<file path="config.mk">
export PLATFORM = sky130hd
export DESIGN_NAME = dual_lane_stream_merge
export DESIGN_NICKNAME = d
export VERILOG_FILES = /design/src/rtl/dlsm_pkg.sv /design/src/rtl/dlsm_fifo.sv /design/src/rtl/dlsm_datapath.sv /design/src/rtl/dlsm_ctrl.sv /design/src/rtl/dual_lane_stream_merge.sv
export SDC_FILE = /design/constraint.sdc
export NUM_CORES = 1
export LEC_CHECK = 0
export BUFFER_PORTS_ARGS = -buffer_cell sky130_fd_sc_hd__clkbuf_2
export CAP_MARGIN = 20
export CORE_MARGIN = 2
export CORE_UTILIZATION = 63
export DETAILED_ROUTE_END_ITERATION = 10
export GPL_ROUTABILITY_DRIVEN = 1
export GPL_TIMING_DRIVEN = 0
export PLACE_DENSITY = 0.85
export SYNTH_ARGS = -nofsm -noshare
export SYNTH_HDL_FRONTEND = slang
export SYNTH_HIERARCHICAL = 1
export SYNTH_SLANG_ARGS = --single-unit
export TNS_END_PERCENT = 20
</file>
<file path="constraint.sdc">
create_clock -name clk -period 3.7 [get_ports clk]
set_input_delay 0.555 -clock clk [delete_from_list [all_inputs] [get_ports clk]]
set_output_delay 0.555 -clock clk [all_outputs]
set_load 0.01 [all_outputs]
</file>
<file path="src/rtl/dlsm_pkg.sv">
package dlsm_pkg;
  // Strobes from the control to the datapath, one bit per lane where split.
  typedef struct packed {
    logic [1:0] wrPush;   // host word enters lane write queue
    logic [1:0] wrPop;    // lane write queue head taken by channel
    logic [1:0] rspPush;  // channel response enters lane read queue
    logic       popBoth;  // both read queues advance together
  } dlsmStrobes_t;
endpackage

</file>
<file path="src/rtl/dlsm_fifo.sv">
module dlsm_fifo #(
  parameter int DATA_W = 16,
  parameter int DEPTH  = 4,
  localparam int CW = $clog2(DEPTH + 1)
) (
  input  logic              clk,
  input  logic              rstN,
  input  logic              push,
  input  logic [DATA_W-1:0] pushData,
  input  logic              pop,
  output logic [DATA_W-1:0] popData,
  output logic [CW-1:0]     count
);
  localparam int AW = (DEPTH > 1) ? $clog2(DEPTH) : 1;

  logic [DATA_W-1:0] store [DEPTH];
  logic [AW-1:0]     wrPtr, rdPtr;

  function automatic logic [AW-1:0] bump(input logic [AW-1:0] p);
    return (p == AW'(DEPTH - 1)) ? '0 : p + AW'(1);
  endfunction

  always_ff @(posedge clk) begin
    if (!rstN) begin
      wrPtr <= '0;
      rdPtr <= '0;
      count <= '0;
    end else begin
      if (push) wrPtr <= bump(wrPtr);
      if (pop)  rdPtr <= bump(rdPtr);
      count <= count + CW'(push) - CW'(pop);
    end
  end

  always_ff @(posedge clk) begin
    if (push) store[wrPtr] <= pushData;
  end

  assign popData = store[rdPtr];

  AST_NO_OVERFLOW: assert property (@(posedge clk) disable iff (!rstN)
    push |-> (count < CW'(DEPTH)));
  AST_NO_UNDERFLOW: assert property (@(posedge clk) disable iff (!rstN)
    pop |-> (count != '0));
endmodule

</file>
<file path="src/rtl/dlsm_datapath.sv">
module dlsm_datapath
  import dlsm_pkg::*;
#(
  parameter int DATA_W = 16,
  parameter int DEPTH  = 4,
  localparam int CW = $clog2(DEPTH + 1)
) (
  input  logic                       clk,
  input  logic                       rstN,
  input  dlsmStrobes_t               st,
  input  logic [DATA_W-1:0]          hostData,
  input  logic [1:0][DATA_W-1:0]     rspData,
  output logic [1:0][DATA_W-1:0]     wrData,
  output logic [2*DATA_W-1:0]        outData,
  output logic [1:0]                 wrFull,
  output logic [1:0]                 wrEmpty,
  output logic [1:0]                 rdEmpty,
  output logic [1:0][CW-1:0]         rdCount
);
  logic [1:0][CW-1:0]     wrCount;
  logic [1:0][DATA_W-1:0] rdHead;

  for (genvar g = 0; g < 2; g++) begin : gLane
    dlsm_fifo #(.DATA_W(DATA_W), .DEPTH(DEPTH)) uWrQ (
      .clk(clk), .rstN(rstN),
      .push(st.wrPush[g]), .pushData(hostData),
      .pop(st.wrPop[g]), .popData(wrData[g]),
      .count(wrCount[g])
    );
    dlsm_fifo #(.DATA_W(DATA_W), .DEPTH(DEPTH)) uRdQ (
      .clk(clk), .rstN(rstN),
      .push(st.rspPush[g]), .pushData(rspData[g]),
      .pop(st.popBoth), .popData(rdHead[g]),
      .count(rdCount[g])
    );
    assign wrFull[g]  = (wrCount[g] == CW'(DEPTH));
    assign wrEmpty[g] = (wrCount[g] == '0);
    assign rdEmpty[g] = (rdCount[g] == '0);
  end

  assign outData = {rdHead[1], rdHead[0]};

  AST_ONE_LANE: assert property (@(posedge clk) disable iff (!rstN)
    $onehot0(st.wrPush));
  AST_PAIR_POP: assert property (@(posedge clk) disable iff (!rstN)
    st.popBoth |-> (!rdEmpty[0] && !rdEmpty[1]));
endmodule

</file>
<file path="src/rtl/dlsm_ctrl.sv">
module dlsm_ctrl
  import dlsm_pkg::*;
#(
  parameter int DEPTH = 4,
  localparam int CW = $clog2(DEPTH + 1)
) (
  input  logic               clk,
  input  logic               rstN,
  input  logic               hostValid,
  output logic               hostReady,
  input  logic [1:0]         wrFull,
  input  logic [1:0]         wrEmpty,
  input  logic [1:0]         memWrReady,
  output logic [1:0]         memWrValid,
  input  logic [1:0][CW-1:0] rdCount,
  input  logic [1:0]         rdEmpty,
  input  logic [1:0]         memRdReqReady,
  output logic [1:0]         memRdReqValid,
  input  logic [1:0]         memRspValid,
  input  logic               outReady,
  output logic               outValid,
  output dlsmStrobes_t       st
);
  localparam int SW = CW + 1;

  logic laneSel;
  logic hostFire;

  assign hostReady  = !wrFull[laneSel];
  assign hostFire   = hostValid && hostReady;
  assign memWrValid = ~wrEmpty;
  assign outValid   = !rdEmpty[0] && !rdEmpty[1];

  always_comb begin
    st.wrPush  = hostFire ? (laneSel ? 2'b10 : 2'b01) : 2'b00;
    st.wrPop   = memWrValid & memWrReady;
    st.rspPush = memRspValid;
    st.popBoth = outValid && outReady;
  end

  always_ff @(posedge clk) begin
    if (!rstN)         laneSel <= 1'b0;
    else if (hostFire) laneSel <= ~laneSel;
  end

  for (genvar g = 0; g < 2; g++) begin : gCredit
    logic [CW-1:0] inFlight;
    logic [SW-1:0] claimed;
    logic          reqFire;

    assign claimed           = {1'b0, rdCount[g]} + {1'b0, inFlight};
    assign memRdReqValid[g]  = (claimed < SW'(DEPTH));
    assign reqFire           = memRdReqValid[g] && memRdReqReady[g];

    always_ff @(posedge clk) begin
      if (!rstN) inFlight <= '0;
      else       inFlight <= inFlight + CW'(reqFire) - CW'(memRspValid[g]);
    end

    AST_CREDIT_CAP: assert property (@(posedge clk) disable iff (!rstN)
      claimed <= SW'(DEPTH));
  end

  AST_SEL_ADVANCE: assert property (@(posedge clk) disable iff (!rstN)
    hostFire |=> (laneSel != $past(laneSel)));
  AST_STALL_HOLD: assert property (@(posedge clk) disable iff (!rstN)
    (hostValid && !hostReady) |=> (laneSel == $past(laneSel)));
endmodule

</file>
<file path="src/rtl/dual_lane_stream_merge.sv">
module dual_lane_stream_merge
  import dlsm_pkg::*;
#(
  parameter int DATA_W = 16,
  parameter int DEPTH  = 4
) (
  input  logic                   clk,
  input  logic                   rstN,
  input  logic                   hostValid,
  input  logic [DATA_W-1:0]      hostData,
  output logic                   hostReady,
  output logic [1:0]             memWrValid,
  output logic [1:0][DATA_W-1:0] memWrData,
  input  logic [1:0]             memWrReady,
  output logic [1:0]             memRdReqValid,
  input  logic [1:0]             memRdReqReady,
  input  logic [1:0]             memRspValid,
  input  logic [1:0][DATA_W-1:0] memRspData,
  output logic                   outValid,
  output logic [2*DATA_W-1:0]    outData,
  input  logic                   outReady
);
  localparam int CW = $clog2(DEPTH + 1);

  dlsmStrobes_t       st;
  logic [1:0]         wrFull, wrEmpty, rdEmpty;
  logic [1:0][CW-1:0] rdCount;

  dlsm_ctrl #(.DEPTH(DEPTH)) uCtrl (
    .clk(clk), .rstN(rstN),
    .hostValid(hostValid), .hostReady(hostReady),
    .wrFull(wrFull), .wrEmpty(wrEmpty),
    .memWrReady(memWrReady), .memWrValid(memWrValid),
    .rdCount(rdCount), .rdEmpty(rdEmpty),
    .memRdReqReady(memRdReqReady), .memRdReqValid(memRdReqValid),
    .memRspValid(memRspValid),
    .outReady(outReady), .outValid(outValid),
    .st(st)
  );

  dlsm_datapath #(.DATA_W(DATA_W), .DEPTH(DEPTH)) uData (
    .clk(clk), .rstN(rstN),
    .st(st), .hostData(hostData), .rspData(memRspData),
    .wrData(memWrData), .outData(outData),
    .wrFull(wrFull), .wrEmpty(wrEmpty),
    .rdEmpty(rdEmpty), .rdCount(rdCount)
  );

  AST_OUT_HOLD: assert property (@(posedge clk) disable iff (!rstN)
    (outValid && !outReady) |=> (outValid && $stable(outData)));
endmodule

</file>
==> reports/qor.yml, run 1 <==
outcome:
  status: "finished clean"
yosys:
  yosys-top-cells-area: "edfxtp_1 65%, mux4_2 7.7%, dfxtp_1 7.3%"
  netlist.area_leader.share_pct: 65.45
  ys_types: 26
  yosys_warnings: 6
  avgSynthCellArea_um2: 21.16
  synth_area_mm2: 0.01175
  yosys.area.top_type: "edfxtp_1"
  seq_area_frac_synth_pct: 72.77
  syn_inst: 555
  ys_ff_latch: 299
  synth_nets: 655
sta:
  final.setup.worst_slack_ps: 1185
  setup_viol: 0
  fin_tns_setup_ps: 0
  fmax_ghz: 0.3976
  rsz0062_at_grt: "false"
  slew_violations: 0
  relSlewSlack_pct: 33.16
  finalCritPeriodShare_pct: 67.98
  hold_slack_ps: 237.8
  max_slew.worst_pin.slew_ps: 1003
  period_minus_slack_ps: 2515
  finalHoldViolations: 0
  skew_ps: 11.43
routing:
  routed_via_density: 5.887
  dr.pass1.iters: 4
  wl_per_cell_um: 22.68
  drtAntennaViolNets: 0
  vias: 5681
  drc: 0
  routed_wl_um: 21890
  drtIter0Drc: 400
die:
  core.rowCount: 49
  initial_core_util_pct: 64.73
  io-pin-count: 128
  dieArea_mm2: 0.01975
  die-width_um: 140.5
  die-height_um: 140.5
  core_mm2: 0.01815
global_routing:
  track_usage_pct: 22.67
  antenna_found_initial: 0
  grt_max_degree: 34
  grt_pass1_wl_um: 33600
  grt-ovfl-total: 0
  first_global_vias: 6036
finish:
  fin_util_pct: 74.55
  diodes: 0
  syn2layout_area_growth_pct: 15.18
  drive_gt1_share_pct: 31.11
  final_nets: 813
clock_network:
  cts_buffers: 29
  hold_buffers: 0
  cts_setup_buffers: 0
  cts_sinks: 299
  cts_max_path_buffers: 3
  clkTransAtPathRegs_ps: 60
  clk_latency_ps: 530
  ctsHtreeMaxLevel: 1
  cts-root-buf: "clkbuf_16"
  cts_resized: 0
  cts_tree: "done"
worst_setup_path:
  critPathMaxFanout: 10
  crit_required_ps: 3140
  crit_type: "reg -> out"
  cp-end-kind: "primary output"
  cp.arrival_ps: 1960
  cp-start-kind: "register"
pwr:
  p_seq_share_pct: 47.2
  swShare_pct: 25.98
  combPwrFrac_pct: 22.2
  finalPower_uw: 8669
  ir_drop_uv: 557.0
  power.switching_uw: 2252
  intPower_uw: 6417
  cellLeakagePower_uw: 0.004926
  power.density_mw_per_mm2: 640.8
  clock_power_share_pct: 30.6
placed_design:
  place_congestion: 0.7820
  pre_cts_slack_ps: 1296
  numPortBuffers: 127
  dp_hpwl_um: 13590
worst_hold_path:
  hold_path.class: "in -> reg"
job:
  max-cap-violations: 0
[logic make-up (layout without fill, tap and decap cells)]
logic type      Yosys count  after routing  synth area share (%)
xor+xnor                  6              6                 1.150
fa+ha+maj                42             42                 4.857
mux                      73             73                 13.80
compound gates            9              9                0.5752
flops                   299            299                 72.77
simple gates             79             79                 4.378
buf+inv                  47            228                 2.461
[final timing paths]
| path | endpoint | from | slack [ps] | cells after the start |
|---|---|---|---|---|
| worst max-delay path | memWrData[22] | register | 1180 | 4 |
| worst min-delay path | uData/gLane[0].uRdQ/store[0][12]$_DFFE_PP_ | memRspData[12] | 240 | 1 |
| worst max register to register | uData/gLane[0].uWrQ/store[2][5]$_DFFE_PP_ | uData/gLane[0].uWrQ/count[1]$_SDFF_PN0_ | 1330 | 4 |
| worst min register to register | uCtrl/laneSel$_SDFFE_PN0P_ | uCtrl/laneSel$_SDFFE_PN0P_ | 540 | 2 |
[synthesized netlist by cell type]
cell / number
a211oi_1: 1
and2_1: 25
and3_1: 2
and3b_1: 1
buf_12: 4
buf_2: 8
buf_4: 2
buf_6: 4
dfxtp_1: 43
edfxtp_1: 256
fa_1: 6
ha_1: 36
inv_1: 29
mux2i_1: 9
mux4_1: 24
mux4_2: 40
nand2b_1: 1
nand3b_1: 2
nor2_1: 4
nor2b_1: 28
nor3_1: 4
nor3_2: 2
nor3b_1: 8
nor3b_2: 2
o21a_1: 8
xnor3_1: 6
[cell type report]
cell class | instances | area (um^2)
clock inverters | 12 | 66.31
inverters | 29 | 108.9
clock buffers | 42 | 794.5
flip-flops and latches | 299 | 8548
well taps | 229 | 286.5
plain buffers | 18 | 180.2
repair buffers | 127 | 635.6
fillers | 1007 | 4618
multi-input cells | 209 | 2909
[worst max-delay path: stages (launching register included)]
cell and delay (ps):
dfxtp_1 320, buf_2 200, buf_2 330, mux4_2 410
clkbuf_2 160
[per-stage QoR]
| stage | cell area, um^2 | std cells |
|---|---|---|
| after floorplan | 11750 | 555 |
| after global placement | 12670 | 911 |
| after detailed placement | 12670 | 911 |
| after CTS | 13530 | 965 |
| after global routing | 13530 | 965 |
| final | 13530 | 965 |
[layout by cell type (no fill, tap or decap), drive strengths merged]
| master | instances |
|---|---|
| edfxtp | 256 |
| clkbuf | 169 |
| mux4 | 64 |
| dfxtp | 43 |
| ha | 36 |
| inv | 31 |
| nor2b | 28 |
| and2 | 25 |
| buf | 18 |
| nor3b | 10 |
| mux2i | 9 |
| o21a | 8 |
| clkinv | 8 |
| xnor3 | 6 |
| fa | 6 |
| nor3 | 6 |
| nor2 | 4 |
| and3 | 2 |
| nand3b | 2 |
| clkinvlp | 2 |
| nand2b | 1 |
| and3b | 1 |
| a211oi | 1 |
[power groups by stage]
stage | Clock (uW) | Combinational [uW] | Sequential (uW)
detailed placement | 0 | 1930 | 4160
CTS | 2700 | 1950 | 4100
finish | 2650 | 1930 | 4090
global route | 2840 | 2110 | 4110
global placement | 0 | 1810 | 4120
floorplan | 0 | 1330 | 4110
[flip-flops by register name (all words and copies together) (netlist names), named ones only]
register / flops
uData/gLane.uWrQ/rdPtr: 4
uData/gLane.uWrQ/count: 6
uCtrl/laneSel: 1
uData/gLane.uRdQ/count: 6
uData/gLane.uRdQ/store: 128
uData/gLane.uRdQ/rdPtr: 4
uCtrl/gCredit.inFlight: 6
uData/gLane.uWrQ/wrPtr: 4
uData/gLane.uRdQ/wrPtr: 4
uData/gLane.uWrQ/store: 128
[layer usage]
| layer | share of wire [%] | track usage, % |
|---|---|---|
| met1 | 39 | 27.86 |
| met2 | 52 | 40.30 |
| met3 | 6.1 | 4.957 |
| met4 | 3.4 | 7.842 |
| met5 | 0 | 0 |
Power figures use the tool's default switching activity.
==> run 2: changes to the inputs <==
--- a/config.mk
+++ b/config.mk
@@ -8,11 +8,11 @@
 export BUFFER_PORTS_ARGS = -buffer_cell sky130_fd_sc_hd__clkbuf_2
 export CAP_MARGIN = 20
 export CORE_MARGIN = 2
-export CORE_UTILIZATION = 63
+export CORE_UTILIZATION = 58
 export DETAILED_ROUTE_END_ITERATION = 10
 export GPL_ROUTABILITY_DRIVEN = 1
 export GPL_TIMING_DRIVEN = 0
-export PLACE_DENSITY = 0.85
+export PLACE_DENSITY = 0.79
 export SYNTH_ARGS = -nofsm -noshare
 export SYNTH_HDL_FRONTEND = slang
 export SYNTH_HIERARCHICAL = 1
==> constraint.sdc (replaced) <==
create_clock -name clk -period 2.4 [get_ports clk]
set_input_delay 0.36 -clock clk [delete_from_list [all_inputs] [get_ports clk]]
set_output_delay 0.36 -clock clk [all_outputs]
set_load 0.01 [all_outputs]
==> run 2 against run 1 <==
Effect of this change:
- sequential power grew 54%
- first-iteration DRC count decreased by 31%
- critical path depth up 5
==> reports/qor.yml, run 2 (synthesized netlist as in run 1, its figures left out) <==
worst_setup_path:
  cp.arrival_ps: 2760  # was 1960 ps
  crit_family: "adder cells"  # was buffers and inverters
  crit_slowest_cell: "dfxtp_1"  # was mux4_2
  cp-start-kind: "register"  # unchanged
  crit_required_ps: 2820  # was 3140 ps
  worstSetupPathDepth: 9  # was 4
  timing.rr.start: "uCtrl/gCredit[0].inFlight[1]$_SDFF_PN0_"  # was uData/gLane[0].uWrQ/count[1]$_SDFF_PN0_
  crit_chain: "ha_1 -> and3_1 -> nand3b_1 -> ha_1 -> inv_1 -> ha_1 -> fa_1 -> xnor3_1 -> and2_1"  # was buf_2 -> buf_2 -> mux4_2 -> clkbuf_2
  cp.buffers_inverters: 1  # was 3
  crit_top_cell: "ha_1"  # was buf_2
  rr_worst_depth: 9  # was 4
  slowest_delay_ps: 390  # was 410 ps
  r2r_setup_slack_ps: 70  # was 1330 ps
  reg2reg_to: "uCtrl/gCredit[0].inFlight[2]$_SDFF_PN0_"  # was uData/gLane[0].uWrQ/store[2][5]$_DFFE_PP_
  crit_type: "reg -> reg"  # was reg -> out
  critPathMaxFanout: 3  # was 10
  cp-end-kind: "register"  # was primary output
finish:
  largest_registers: "uData/gLane.uRdQ/store x128, uData/gLane.uWrQ/store x128"  # unchanged
  fin_util_pct: 68.13  # was 74.55%
  diodes: 0  # unchanged
  drive_gt1_share_pct: 32.11  # was 31.11%
  final_common_cell: "edfxtp_1"  # unchanged
  syn2layout_area_growth_pct: 16.22  # was 15.18%
  num-fill-cells: 1305  # was 1007
  layout.cells.most_common_list: "256 x edfxtp_1, 127 x clkbuf_2, 42 x dfxtp_1, 40 x mux4_2, 36 x ha_1"  # was 256 x edfxtp_1, 127 x clkbuf_2, 43 x dfxtp_1, 40 x mux4_2, 36 x ha_1
  final_nets: 813  # unchanged
sta:
  fmax_ghz: 0.4283
  max_slew.worst_pin.slew_ps: 973.1  # was 1003 ps
  finalHoldViolations: 0  # unchanged
  relSlewSlack_pct: 35.13  # was 33.16%
  period_minus_slack_ps: 2335
  finalCritPeriodShare_pct: 97.29
  setup_viol: 0  # unchanged
  rsz0062_at_grt: "true"  # was false
  slew_violations: 0  # unchanged
  final.setup.worst_slack_ps: 65.12  # was 1185 ps
  skew_ps: 7.668  # was 11.43 ps
die:
  core.rowCount: 52  # was 49
  die-height_um: 146.3  # was 140.5 um
  die-width_um: 146.3  # was 140.5 um
  initial_core_util_pct: 58.62  # was 64.73%
  core_mm2: 0.02004  # was 0.01815 mm^2
  io-pin-count: 128  # unchanged
  dieArea_mm2: 0.02141  # was 0.01975 mm^2
worst_hold_path:
  hold_path.class: "in -> reg"  # unchanged
  min_delay_worst_endpoint: "uData/gLane[0].uRdQ/store[3][10]$_DFFE_PP_"  # was uData/gLane[0].uRdQ/store[0][12]$_DFFE_PP_
  worstHoldPathCells: 1  # unchanged
  min_from: "memRspData[10]"  # was memRspData[12]
placed_design:
  pre_cts_slack_ps: 32.59  # was 1296 ps
  numPortBuffers: 127  # unchanged
  place_congestion: 0.7374  # was 0.7820
  dp_hpwl_um: 13100  # was 13590 um
routing:
  drtIter0Drc: 278  # was 400
  wl_per_cell_um: 19.75  # was 22.68 um
  drc: 0  # unchanged
  routed_via_density: 5.497  # was 5.887
  drtAntennaViolNets: 0  # unchanged
  dr.pass1.iters: 5  # was 4
  routed_wl_um: 19850  # was 21890 um
  vias: 5524  # was 5681
clock_network:
  cts_setup_buffers: 0  # unchanged
  clkTransAtPathRegs_ps: 60  # about the same
  cts_sinks: 299  # unchanged
  ctsHtreeMaxLevel: 1  # unchanged
  clk_latency_ps: 530  # about the same
  hold_buffers: 0  # unchanged
  cts_tree: "done"  # unchanged
  cts_max_path_buffers: 3  # unchanged
  cts_buffers: 29  # unchanged
  cts-root-buf: "clkbuf_16"  # unchanged
pwr:
  power.density_mw_per_mm2: 991.4  # was 640.8 mW/mm^2
  cellLeakagePower_uw: 0.004961  # was 0.004926 uW
  ir_drop_uv: 870.8  # was 557.0 uV
global_routing:
  antenna_found_initial: 0  # unchanged
  grt_pass1_wl_um: 31020  # was 33600 um
  first_global_vias: 5983  # was 6036
  grt_max_degree: 34  # unchanged
  grt-ovfl-total: 0  # unchanged
  track_usage_pct: 18.80  # was 22.67%
job:
  max-cap-violations: 0  # unchanged
outcome:
  status: "finished clean"  # unchanged
[run 2: report_power, final]
| group | switching (uW) | internal (uW) |
|---|---|---|
| registers | 214 | 6080 |
| clock network | 1760 | 2570 |
| logic | 1400 | 1510 |
| total | 3370 | 10200 |
[run 2: how the worst max path moves through the flow]
| stage | start | slack [ps] | to |
|---|---|---|---|
| floorplan | uData/gLane[0].uRdQ/count[1]$_SDFF_PN0_ | 230 | uCtrl/gCredit[0].inFlight[2]$_SDFF_PN0_ |
| finish | uCtrl/gCredit[0].inFlight[1]$_SDFF_PN0_ | 70 | uCtrl/gCredit[0].inFlight[2]$_SDFF_PN0_ |
| CTS | uData/gLane[0].uRdQ/count[1]$_SDFF_PN0_ | 10 | uCtrl/gCredit[0].inFlight[2]$_SDFF_PN0_ |
| detailed placement | uData/gLane[0].uRdQ/count[1]$_SDFF_PN0_ | 30 | uCtrl/gCredit[0].inFlight[2]$_SDFF_PN0_ |
| global placement | uData/gLane[0].uRdQ/count[1]$_SDFF_PN0_ | 170 | uCtrl/gCredit[0].inFlight[2]$_SDFF_PN0_ |
| global route | uCtrl/gCredit[0].inFlight[1]$_SDFF_PN0_ | -40 | uCtrl/gCredit[0].inFlight[2]$_SDFF_PN0_ |
[run 2: final cells by class]
type                    count  area [um^2]  area share (%)
clock inverters            14        146.4           1.072
well taps                 270        337.8           2.475
repair buffers            127        635.6           4.656
plain buffers              18        180.2           1.320
inverters                  29        108.9          0.7974
multi-input cells         209         2920           21.39
clock buffers              39        773.2           5.664
flip-flops and latches    299         8549           62.63
[run 2: per-layer routing]
| layer | share of wire, % | global-route usage (%) | vias to the layer above |
|---|---|---|---|
| li1 | - | - | 2521 |
| met1 | 40 | 22.73 | 2809 |
| met2 | 53 | 34.95 | 166 |
| met3 | 5.0 | 3.219 | 28 |
| met4 | 1.8 | 5.340 | 0 |
| met5 | 0 | 0 | - |
[run 2: repair_timing]
action,4_1_cts,5_1_grt
gates resized for setup,0,7
endpoints found under the setup margin,0,67
endpoints found under the hold margin,0,0
[run 2: worst register-to-register path: cells and delay by family, from the launching register on]
kind                     cells  cell delay, ps
AND/OR/NAND/NOR              3             510
buffers and inverters        1              40
flip-flops                   1             390
adder cells (fa/ha/maj)      4            1110
XOR/XNOR                     1             190
[run 2: per-stage QoR]
stage	cells	area, um^2	hold slack [ps]	setup TNS [ps]	total power (uW)
6_report	1005	13650	46.73	0	13530
5_1_grt	1005	13650	29.44	-35.45	14150
4_1_cts	1005	13640	22.25	0	13690
3_5_place_dp	952	12720	492.5	0	9347
3_3_place_gp	952	12720	482.6	0	9158
2_1_floorplan	555	11750	458.9	0	8377
